[src/rtl/lpw_pkg.sv]
package lpw_pkg;

  typedef enum logic [1:0] {
    ST_READY   = 2'd0,
    ST_PARTIAL = 2'd1,
    ST_SLUMBER = 2'd2,
    ST_WAKING  = 2'd3
  } lpw_state_e;

  // True once the cycle now ending is the limit-th one spent waking.
  function automatic logic limit_hit(input logic [31:0] cnt, input logic [31:0] limit);
    return (cnt + 32'd1) >= limit;
  endfunction

  function automatic lpw_state_e depth_to_state(input logic deep);
    return deep ? ST_SLUMBER : ST_PARTIAL;
  endfunction

  function automatic logic is_low_power(input lpw_state_e st);
    return (st == ST_PARTIAL) || (st == ST_SLUMBER);
  endfunction

endpackage

[src/rtl/lpw_ack.sv]
module lpw_ack (
  input  logic clk,
  input  logic rst_n,
  input  logic req,
  output logic ack
);

  always_ff @(posedge clk) begin
    if (!rst_n) ack <= 1'b0;
    else        ack <= req;
  end

  AST_ACK_FOLLOWS: assert property (@(posedge clk) disable iff (!rst_n)
    req |=> ack);

  AST_ACK_ONLY_ON_REQ: assert property (@(posedge clk) disable iff (!rst_n)
    !req |=> !ack);

endmodule

[src/rtl/lpw_wake_timer.sv]
module lpw_wake_timer #(
  parameter int CNT_W = 16
) (
  input  logic             clk,
  input  logic             rst_n,
  input  logic             run,
  input  logic             phy_ready,
  input  logic [CNT_W-1:0] limit,
  output logic             expire
);
  import lpw_pkg::*;

  localparam int PADW = 32 - CNT_W;

  logic [CNT_W-1:0] cnt;
  logic [31:0]      cnt_wide;
  logic [31:0]      lim_wide;

  assign cnt_wide = {{PADW{1'b0}}, cnt};
  assign lim_wide = {{PADW{1'b0}}, limit};
  assign expire   = run && !phy_ready && limit_hit(cnt_wide, lim_wide);

  always_ff @(posedge clk) begin
    if (!rst_n || !run) cnt <= '0;
    else                cnt <= cnt + 1'b1;
  end

  AST_CNT_STARTS_ZERO: assert property (@(posedge clk) disable iff (!rst_n)
    $rose(run) |-> (cnt == '0));

endmodule

[src/rtl/lpw_fsm.sv]
module lpw_fsm (
  input  logic              clk,
  input  logic              rst_n,
  input  logic              dev_pm_req,
  input  logic              dev_pm_deep,
  input  logic              dev_wake,
  input  logic              tx_req,
  input  logic              phy_ready,
  input  logic              expire,
  output lpw_pkg::lpw_state_e st,
  output logic              tx_grant,
  output logic              wake_send,
  output logic              wake_err
);
  import lpw_pkg::*;

  lpw_state_e st_nx;
  logic       grant_nx;
  logic       wake_nx;
  logic       err_set;
  logic       lp_accept;
  logic       ready_grant;

  assign lp_accept   = (st == ST_READY) && dev_pm_req && !tx_req;
  assign ready_grant = (st == ST_READY) && tx_req && !tx_grant;

  always_comb begin
    st_nx    = st;
    grant_nx = ready_grant;
    wake_nx  = 1'b0;
    err_set  = 1'b0;
    unique case (st)
      ST_READY: begin
        if (lp_accept) st_nx = depth_to_state(dev_pm_deep);
      end
      ST_PARTIAL, ST_SLUMBER: begin
        if (dev_wake) begin
          st_nx = ST_READY;
        end else if (tx_req) begin
          st_nx   = ST_WAKING;
          wake_nx = 1'b1;
        end
      end
      ST_WAKING: begin
        if (dev_wake || phy_ready) begin
          st_nx = ST_READY;
        end else if (expire) begin
          st_nx   = ST_READY;
          err_set = 1'b1;
        end
      end
      default: st_nx = ST_READY;
    endcase
  end

  always_ff @(posedge clk) begin
    if (!rst_n) begin
      st        <= ST_READY;
      tx_grant  <= 1'b0;
      wake_send <= 1'b0;
      wake_err  <= 1'b0;
    end else begin
      st        <= st_nx;
      tx_grant  <= grant_nx;
      wake_send <= wake_nx;
      if (err_set)      wake_err <= 1'b1;
      else if (wake_nx) wake_err <= 1'b0;
    end
  end

  AST_LP_ONLY_BY_DEVICE: assert property (@(posedge clk) disable iff (!rst_n)
    ((st == ST_READY) && !dev_pm_req) |=> (st == ST_READY || st == ST_WAKING) && (st != ST_WAKING));

  AST_HOST_KEEPS_READY: assert property (@(posedge clk) disable iff (!rst_n)
    ((st == ST_READY) && tx_req) |=> (st == ST_READY));

  AST_GRANT_ONE_CYCLE: assert property (@(posedge clk) disable iff (!rst_n)
    tx_grant |=> !tx_grant);

  AST_GRANT_IN_READY: assert property (@(posedge clk) disable iff (!rst_n)
    tx_grant |-> (st == ST_READY));

  AST_WAKE_FROM_LOW: assert property (@(posedge clk) disable iff (!rst_n)
    wake_send |-> ($past(st) == ST_PARTIAL || $past(st) == ST_SLUMBER));

  AST_WAKING_AFTER_WAKE: assert property (@(posedge clk) disable iff (!rst_n)
    wake_send |-> (st == ST_WAKING));

  AST_DEV_WAKE_READY: assert property (@(posedge clk) disable iff (!rst_n)
    (dev_wake && st != ST_READY) |=> (st == ST_READY) && !wake_send);

  AST_ERR_IN_READY: assert property (@(posedge clk) disable iff (!rst_n)
    $rose(wake_err) |-> (st == ST_READY) && ($past(st) == ST_WAKING));

  AST_LOWPWR_HOLD: assert property (@(posedge clk) disable iff (!rst_n)
    (is_low_power(st) && !dev_wake && !tx_req) |=> $stable(st));

endmodule

[src/rtl/lpw_link_ctrl.sv]
module lpw_link_ctrl #(
  parameter int CNT_W = 16
) (
  input  logic             clk,
  input  logic             rst_n,
  input  logic [CNT_W-1:0] wake_limit,
  input  logic             dev_pm_req,
  input  logic             dev_pm_deep,
  input  logic             dev_wake,
  input  logic             tx_req,
  input  logic             phy_ready,
  output logic             pm_ack,
  output logic             tx_grant,
  output logic             wake_send,
  output logic             wake_err,
  output logic [1:0]       pwr_state
);
  import lpw_pkg::*;

  lpw_state_e st;
  logic       timer_run;
  logic       timer_expire;

  assign timer_run = (st == ST_WAKING);
  assign pwr_state = st;

  lpw_ack u_ack (
    .clk   (clk),
    .rst_n (rst_n),
    .req   (dev_pm_req),
    .ack   (pm_ack)
  );

  lpw_wake_timer #(.CNT_W(CNT_W)) u_timer (
    .clk       (clk),
    .rst_n     (rst_n),
    .run       (timer_run),
    .phy_ready (phy_ready),
    .limit     (wake_limit),
    .expire    (timer_expire)
  );

  lpw_fsm u_fsm (
    .clk         (clk),
    .rst_n       (rst_n),
    .dev_pm_req  (dev_pm_req),
    .dev_pm_deep (dev_pm_deep),
    .dev_wake    (dev_wake),
    .tx_req      (tx_req),
    .phy_ready   (phy_ready),
    .expire      (timer_expire),
    .st          (st),
    .tx_grant    (tx_grant),
    .wake_send   (wake_send),
    .wake_err    (wake_err)
  );

  AST_EXPIRE_ONLY_WAKING: assert property (@(posedge clk) disable iff (!rst_n)
    timer_expire |-> (pwr_state == 2'd3));

endmodule

[config.mk]
export PLATFORM = sky130hd
export DESIGN_NAME = lpw_link_ctrl
export DESIGN_NICKNAME = d
export VERILOG_FILES = /design/src/rtl/lpw_pkg.sv /design/src/rtl/lpw_ack.sv /design/src/rtl/lpw_wake_timer.sv /design/src/rtl/lpw_fsm.sv /design/src/rtl/lpw_link_ctrl.sv
export SDC_FILE = /design/constraint.sdc
export NUM_CORES = 1
export LEC_CHECK = 0
export BUFFER_PORTS_ARGS = -buffer_cell sky130_fd_sc_hd__buf_4
export CAP_MARGIN = 20
export CELL_PAD_IN_SITES_DETAIL_PLACEMENT = 1
export CELL_PAD_IN_SITES_GLOBAL_PLACEMENT = 1
export CORE_ASPECT_RATIO = 0.5
export CORE_MARGIN = 5
export CORE_UTILIZATION = 30
export CTS_CLUSTER_SIZE = 40
export DETAILED_ROUTE_END_ITERATION = 6
export PLACE_DENSITY_LB_ADDON = 0.12
export SYNTH_ARGS = -nofsm -noshare
export SYNTH_HDL_FRONTEND = slang
export SYNTH_HIERARCHICAL = 1
export SYNTH_SLANG_ARGS = --single-unit
[constraint.sdc]
create_clock -name clk -period 2.88 [get_ports clk]
set_input_delay 0.432 -clock clk [delete_from_list [all_inputs] [get_ports clk]]
set_output_delay 0.432 -clock clk [all_outputs]
set_load 0.03 [all_outputs]
==> results of run 1 <==
cell type report:
type | count | area [µm²] | area share [%]
Timing Repair Buffer | 52 | 397.9 | 18.31
Sequential cell | 22 | 455.4 | 20.96
Tap cell | 66 | 82.58 | 3.800
Multi-Input combinational cell | 120 | 1084 | 49.86
Clock inverter | 1 | 30.03 | 1.382
Clock buffer | 3 | 41.29 | 1.900
Inverter | 22 | 82.58 | 3.800
cells by family (layout without fill, tap and decap cells):
group / after synthesis / count (layout) / synth area share [%]
simple gates: 68 / 68 / 28.52
buf+inv: 23 / 78 / 6.000
flops: 22 / 22 / 30.61
fa+ha+maj: 20 / 20 / 17.39
compound gates: 19 / 19 / 9.566
xor+xnor: 13 / 13 / 7.913
placed cells by master, fill, tap and decap left out, drive strengths merged:
master / synthesis / routed
buf: 0 / 52
inv: 22 / 22
dfxtp: 22 / 22
ha: 20 / 20
nor2b: 14 / 14
nand2: 12 / 12
nand3: 9 / 9
xnor2: 7 / 7
xor2: 6 / 6
a21oi: 6 / 6
nor2: 5 / 5
nand4: 5 / 5
nor3: 4 / 4
clkbuf: 1 / 3
a221oi: 3 / 3
and4: 3 / 3
o21ai: 3 / 3
nor4: 3 / 3
and2: 2 / 2
nand2b: 2 / 2
and3: 2 / 2
or3: 2 / 2
nor4b: 2 / 2
bufinv: 0 / 1
nand3b: 1 / 1
a32oi: 1 / 1
a221o: 1 / 1
o221ai: 1 / 1
o311ai: 1 / 1
nand4b: 1 / 1
nor3b: 1 / 1
o211ai: 1 / 1
a211oi: 1 / 1
o2111ai: 1 / 1
cell usage after synthesis (4+ instances only):
cell / number / area, µm²
nand3_1: 8 / 40.04
xor2_1: 6 / 52.55
nand2_1: 12 / 45.04
nand4_1: 4 / 25.02
nor2_1: 5 / 18.77
dfxtp_1: 22 / 440.4
nor2b_1: 13 / 81.33
ha_1: 20 / 250.2
a21oi_1: 6 / 30.03
nor3_1: 4 / 20.02
inv_1: 22 / 82.58
xnor2_1: 7 / 61.31
registers in the layout (all words and copies together) (netlist names):
register / flops
u_fsm/wake_err: 1
u_ack/ack: 1
u_fsm/wake_send: 1
u_fsm/st: 2
u_timer/cnt: 16
u_fsm/tx_grant: 1
worst max path at each step:
stage	start	to	slack, ns	depth (start not counted)
after floorplan	u_timer/cnt[2]$_SDFF_PP0_	u_fsm/st[0]$_SDFFE_PN0P_	0.0001	12
after global placement	u_timer/cnt[1]$_SDFF_PP0_	u_fsm/st[0]$_SDFFE_PN0P_	-0.11	12
after detailed placement	u_timer/cnt[8]$_SDFF_PP0_	u_fsm/st[0]$_SDFFE_PN0P_	-0.19	12
after CTS	u_timer/cnt[1]$_SDFF_PP0_	u_fsm/st[0]$_SDFFE_PN0P_	-0.01	12
after global routing	u_timer/cnt[5]$_SDFF_PP0_	u_fsm/st[0]$_SDFFE_PN0P_	-0.18	12
final	u_timer/cnt[1]$_SDFF_PP0_	u_fsm/st[1]$_SDFFE_PN0P_	-0.05	13
report_power, final:
group          total, W  internal, W  switching [W]
registers      0.000342     0.000324      0.0000179
clock network  0.000302     0.000186       0.000116
logic          0.000294     0.000132       0.000163
total          0.000938     0.000641       0.000297
worst max-delay path: stages, from the launching register on:
cell      delay (ns)
dfxtp_4         0.38
ha_4            0.14
and4_4          0.22
nand4_1         0.14
xnor2_2         0.18
ha_1            0.35
nand3_4         0.10
buf_4           0.14
nor3_1          0.27
o311ai_2        0.12
nand3_2         0.14
nor4b_4         0.06
a221o_1         0.31
a221oi_2        0.28
repair_timing:
item	CTS	global route
setup buffers	5	0
gates resized for setup	24	10
pin swaps	15	5
endpoints found under the setup margin	2	3
metrics by stage:
step | cells | utilization [%] | setup TNS (ns) | hold WS [ns] | instance area, µm²
final | 286 | 48.20 | -0.07666 | 0.3722 | 2173
after global routing | 286 | 48.20 | -0.3469 | 0.3605 | 2173
after CTS | 286 | 47.00 | -0.01085 | 0.3692 | 2120
after detailed placement | 277 | 42.04 | -0.3448 | 0.4557 | 1896
after global placement | 277 | 42.04 | -0.1679 | 0.4337 | 1896
after floorplan | 165 | - | 0 | 0.4326 | 1464
metal layers:
layer / part of all wire [%] / global-route usage (%) / wire length [µm]
met5: 0 / 0 / 0
met4: 1.1 / 3.957 / 46
met3: 3.6 / 3.482 / 145
met2: 46 / 22.53 / 1826
met1: 50 / 17.42 / 1994
==> impl_metrics.json, run 1 <==
{
  "status": "finished with violations",
  "violations": "negative setup slack",
  "p_total_w": 0.0009380,
  "setup_viol": 2,
  "async_flop_share_pct": 0,
  "cts_tree": "built",
  "cp_data_required_time_ns": 3.08,
  "drt_pass1_iterations": 4,
  "synth-seq-area-share_pct": 30.61,
  "synth_area_per_cell_um2": 8.720,
  "timing.final.crit_period_ns": 2.926,
  "netlist_instances": 165,
  "drt_wl_total_um": 4012,
  "numCtsBuffers": 3,
  "vdd_drop_max_v": 0.0004212,
  "io_pins": 29,
  "num_rows": 17,
  "timing.fmax_ghz": 0.3417,
  "yosysWarnings": 6,
  "layout_setup_ws_ns": -0.04640,
  "powerDensity_nw_per_um2": 431.6,
  "cts.sinks": 22,
  "clockBufferDepth": 2,
  "holdBufCountCts": 0,
  "period_share_pct": 101.6,
  "worst_pin_slew_ns": 0.5649,
  "finalClockSkew_ns": 0.004514,
  "ant_nets": 0,
  "yosysUniqueCellTypes": 39,
  "hold_viol": 0,
  "antenna_found_initial": 0,
  "initial_core_util_pct": 31.91,
  "dieArea_um2": 6365,
  "power.leakage_nw": 1.021,
  "pre_cts_ws_ns": -0.1947,
  "gr-total-overflow": 0,
  "rr_endpoint": "u_fsm/st[1]$_SDFFE_PN0P_",
  "rsz0062_at_grt": "true",
  "r2r-start": "u_timer/cnt[1]$_SDFF_PP0_",
  "maxCapViolations": 0,
  "grt_use_total_pct": 13.50,
  "worstPathMaxFanout": 3,
  "ff2ff_path_depth": 13,
  "grt_max_degree": 16,
  "worstHoldPathCells": 2,
  "synth_edf_count": 0,
  "post-route-drc-count": 0,
  "drive_above_1_share_pct": 42.73,
  "insertion_delay_ns": 0.28,
  "synth_nets": 208,
  "num_vias": 1331,
  "reg2reg_slack_ns": -0.05,
  "initialDrtViolationCount": 26,
  "ys.flop_type": "dfxtp_1",
  "synth-seq-cells": 22,
  "nFillCells": 515,
  "syn_area_um2": 1439,
  "clock-root-buffer": "clkbuf_8",
  "drv_slew": 0,
  "startpoint_type": "flip-flop",
  "portBuffers": 28,
  "place_congestion": 0.8217,
  "h-tree-depth": 1,
  "die_width_um": 107.9,
  "avgRoutedWirePerCell_um": 14.03,
  "via_per_inst": 4.654,
  "whs_endpoint": "u_ack/ack$_SDFF_PN0_",
  "grt_pass1_wl_um": 6775,
  "endpoint_kind": "flip-flop",
  "place_hpwl_um": 3193,
  "core_um2": 4509,
  "crit_type": "reg2reg",
  "antenna_cells": 0,
  "critPathArrivalTime_ns": 3.12,
  "dieHeight_um": 58.97,
  "nets": 264,
  "syn2layout_area_growth_pct": 51.04,
  "grt_pass1_vias": 1483,
  "hp-start": "dev_pm_req",
  "slew_headroom_pct": 62.25,
  "clk_pin_slew_worst_paths_ns": 0.09,
  "hold_path.class": "in2reg"
}
No activity file was read; power rests on OpenSTA's default activity.
==> run 2, diff against run 1 <==
--- a/config.mk
+++ b/config.mk
@@ -5,11 +5,11 @@
 export SDC_FILE = /design/constraint.sdc
 export NUM_CORES = 1
 export LEC_CHECK = 0
+export ABC_AREA = 1
 export BUFFER_PORTS_ARGS = -buffer_cell sky130_fd_sc_hd__buf_4
 export CAP_MARGIN = 20
 export CELL_PAD_IN_SITES_DETAIL_PLACEMENT = 1
 export CELL_PAD_IN_SITES_GLOBAL_PLACEMENT = 1
-export CORE_ASPECT_RATIO = 0.5
 export CORE_MARGIN = 5
 export CORE_UTILIZATION = 30
 export CTS_CLUSTER_SIZE = 40
==> run 2 against run 1 <==
- the flow now finishes without violations
- area after synthesis increased by 7.8%
- first-iteration DRC count rose by 54%
- critical path depth grew 7
- sequential cell count unchanged
- non-clock buffer count is 19 lower
- largest cell class unchanged
==> impl_metrics.json, run 2 <==
{
  "status": "finished, final reports clean",
  "clock-root-buffer": "clkbuf_8",
  "period_share_pct": 94.39,
  "die_width_um": 81.92,
  "h-tree-depth": 1,
  "dieArea_um2": 6710,
  "drive_above_1_share_pct": 27.55,
  "clk_pin_slew_worst_paths_ns": 0.08,
  "nets": 309,
  "path_delay_family": "simple AND/OR/NAND/NOR gates",
  "timing.fmax_ghz": 0.3679,
  "largest_reg_flops": 16,
  "syn2layout_area_growth_pct": 32.26,
  "worstHoldPathCells": 3,
  "rsz0062_at_grt": "true",
  "powerDensity_nw_per_um2": 410.0,
  "place_hpwl_um": 3099,
  "synth-seq-cells": 22,
  "post_dp_cell_area_um2": 1853,
  "synth-seq-area-share_pct": 28.39,
  "core_um2": 5075,
  "reg2reg_slack_ns": 0.16,
  "via_per_inst": 4.188,
  "r2r-start": "u_timer/cnt[1]$_SDFF_PP0_",
  "insertion_delay_ns": 0.26,
  "whs_endpoint": "u_ack/ack$_SDFF_PN0_",
  "initialDrtViolationCount": 40,
  "cpPeakStageDelay_ns": 0.37,
  "synth_nets": 272,
  "setup_viol": 0,
  "endpoint_kind": "flip-flop",
  "post-route-drc-count": 0,
  "hold_viol": 0,
  "ys.flop_type": "dfxtp_1",
  "num_rows": 26,
  "grt_max_degree": 17,
  "holdBufCountCts": 0,
  "ff2ff_path_depth": 20,
  "yosysUniqueCellTypes": 22,
  "clockBufferDepth": 2,
  "drt_pass1_iterations": 4,
  "synth_top_area_cell": "dfxtp_1",
  "netlist_instances": 229,
  "rr_endpoint": "u_fsm/st[1]$_SDFFE_PN0P_",
  "drv_slew": 0,
  "slew_headroom_pct": 57.25,
  "place_inst": 327,
  "grt_pass1_vias": 1394,
  "crit_path_top_delay_cell": "dfxtp_2",
  "worstPathMaxFanout": 4,
  "finalClockSkew_ns": 0.0008758,
  "synth_area_leaders": "dfxtp_1, ha_1, inv_1",
  "initial_core_util_pct": 30.57,
  "numCtsBuffers": 3,
  "grt_pass1_wl_um": 6120,
  "io_pins": 29,
  "yosysWarnings": 6,
  "synth.top_cell.area_share_pct": 28.39,
  "place_congestion": 0.7712,
  "critPathArrivalTime_ns": 2.93,
  "cts.sinks": 22,
  "cp_common_cell": "nand2_1",
  "dieHeight_um": 81.92,
  "maxCapViolations": 0,
  "avgRoutedWirePerCell_um": 11.32,
  "top_regs": "u_timer/cnt (16), u_fsm/st (2)",
  "async_flop_share_pct": 0,
  "regMostFlops": "u_timer/cnt",
  "hold_path.class": "in2reg",
  "num_vias": 1403,
  "startpoint_type": "flip-flop",
  "stdcell_count": 335,
  "vdd_drop_max_v": 0.0003984,
  "worst_pin_slew_ns": 0.6397,
  "layout_common_cells": "inv_1, nand2_1, buf_4, nor2_1, ha_1",
  "drt_wl_total_um": 3791,
  "ant_nets": 0,
  "synth_edf_count": 0,
  "cp_data_required_time_ns": 3.09,
  "power.leakage_nw": 1.132,
  "antenna_found_initial": 0,
  "synth.cells.most_frequent": "inv_1, nand2_1, nor2_1",
  "cts_tree": "built",
  "synth_area_per_cell_um2": 6.775,
  "hp-start": "dev_pm_req",
  "antenna_cells": 0,
  "path_cells": "ha_4 -> nand2_4 -> nor2_4 -> nand2_4 -> nor2_4 -> nand3_2 -> xor2_2 -> inv_2 -> ha_4 -> nand2_4 -> nor3_4 -> o21a_1 -> nand2_1 -> a21oi_2 -> nor2_1 -> nand2_1 -> nand3_2 -> nand2_1 -> nand2_1 -> nor2_2",
  "timing.final.crit_period_ns": 2.718,
  "design_area_um2": 2052,
  "grt_use_total_pct": 11.79,
  "gr-total-overflow": 0,
  "syn_area_um2": 1551,
  "cp_num_buf_inv": 1,
  "portBuffers": 28,
  "finalSetupTns_ns": 0,
  "final_common_cell": "inv_1",
  "crit_type": "reg2reg"
}
## run 2: changes by cell type after synthesis, moves of 5 or more
cell / previous run / this run
nand2_1: 12 / 52
inv_1: 22 / 52
nor2_1: 5 / 31
nor2b_1: 13 / 0
xnor2_1: 7 / 2
## run 2: cell families (layout without fill, tap and decap cells)
family,count (synthesis),after routing,share of synthesized area (%)
AO/OA/AOI/OAI,12,12,4.355
XOR/XNOR,11,11,6.694
AND/OR/NAND/NOR,110,110,31.37
flip-flops,22,22,28.39
buffers and inverters,54,90,13.06
adder cells (fa/ha/maj),20,20,16.13
## run 2: power by group
group | leakage [nW] | total, W | switching, W | internal (W)
Combinational | 0.922 | 0.000275 | 0.000167 | 0.000108
Clock | 0.0288 | 0.000225 | 0.000103 | 0.000122
Sequential | 0.181 | 0.000341 | 0.0000187 | 0.000322
Total | 1.13 | 0.000841 | 0.000289 | 0.000553
## run 2: worst max path at each step
stage	startpoint	endpoint	slack, ns	cells after the start
2_1_floorplan	u_timer/cnt[0]$_SDFF_PP0_	u_fsm/st[0]$_SDFFE_PN0P_	0.29	19
3_3_place_gp	u_timer/cnt[0]$_SDFF_PP0_	u_fsm/st[0]$_SDFFE_PN0P_	0.1	19
3_5_place_dp	u_timer/cnt[0]$_SDFF_PP0_	u_fsm/st[1]$_SDFFE_PN0P_	-0.06	19
4_1_cts	u_timer/cnt[0]$_SDFF_PP0_	u_fsm/st[1]$_SDFFE_PN0P_	0.009	19
5_1_grt	u_timer/cnt[1]$_SDFF_PP0_	u_fsm/st[1]$_SDFFE_PN0P_	-0.03	20
6_report	u_timer/cnt[1]$_SDFF_PP0_	u_fsm/st[1]$_SDFFE_PN0P_	0.16	20
## run 2: per-layer routing
metal | track usage (%) | vias up | wire (µm)
li1 | - | 760 | -
met1 | 15.18 | 625 | 1710
met2 | 20.27 | 16 | 1939
met3 | 2.632 | 2 | 114
met4 | 1.993 | 0 | 27
met5 | 0 | - | 0
## run 2: area by class of cell
type | instances | area (µm²)
well taps | 70 | 87.58
flip-flops and latches | 22 | 449.2
repair buffers | 33 | 247.7
clock buffers | 4 | 55.05
fillers | 664 | 3023
multi-input cells | 153 | 1013
inverters | 53 | 198.9
## run 2: worst min-delay path: stages
cell and delay, ns:
buf_4 0.08, nand2_1 0.05, inv_1 0.04
## run 2: metrics by stage
| step | util (%) | total power (W) | hold WS (ns) | setup WS (ns) |
|---|---|---|---|---|
| after detailed placement | 36.51 | 0.0006097 | 0.4348 | -0.06451 |
| after CTS | 37.72 | 0.0008401 | 0.3670 | 0.008962 |
| after global routing | 40.43 | 0.0009054 | 0.3794 | -0.03389 |
| after global placement | 36.51 | 0.0006026 | 0.4119 | 0.09966 |
| after floorplan | - | 0.0005166 | 0.4329 | 0.2907 |
| final | 40.43 | 0.0008414 | 0.3684 | 0.1615 |
## run 2: timing repair
action                                  in CTS  in global routing
pin swaps                                    0                  9
gates resized for setup                      2                 27
endpoints found under the setup margin       2                  3
buffers inserted                             0                  4
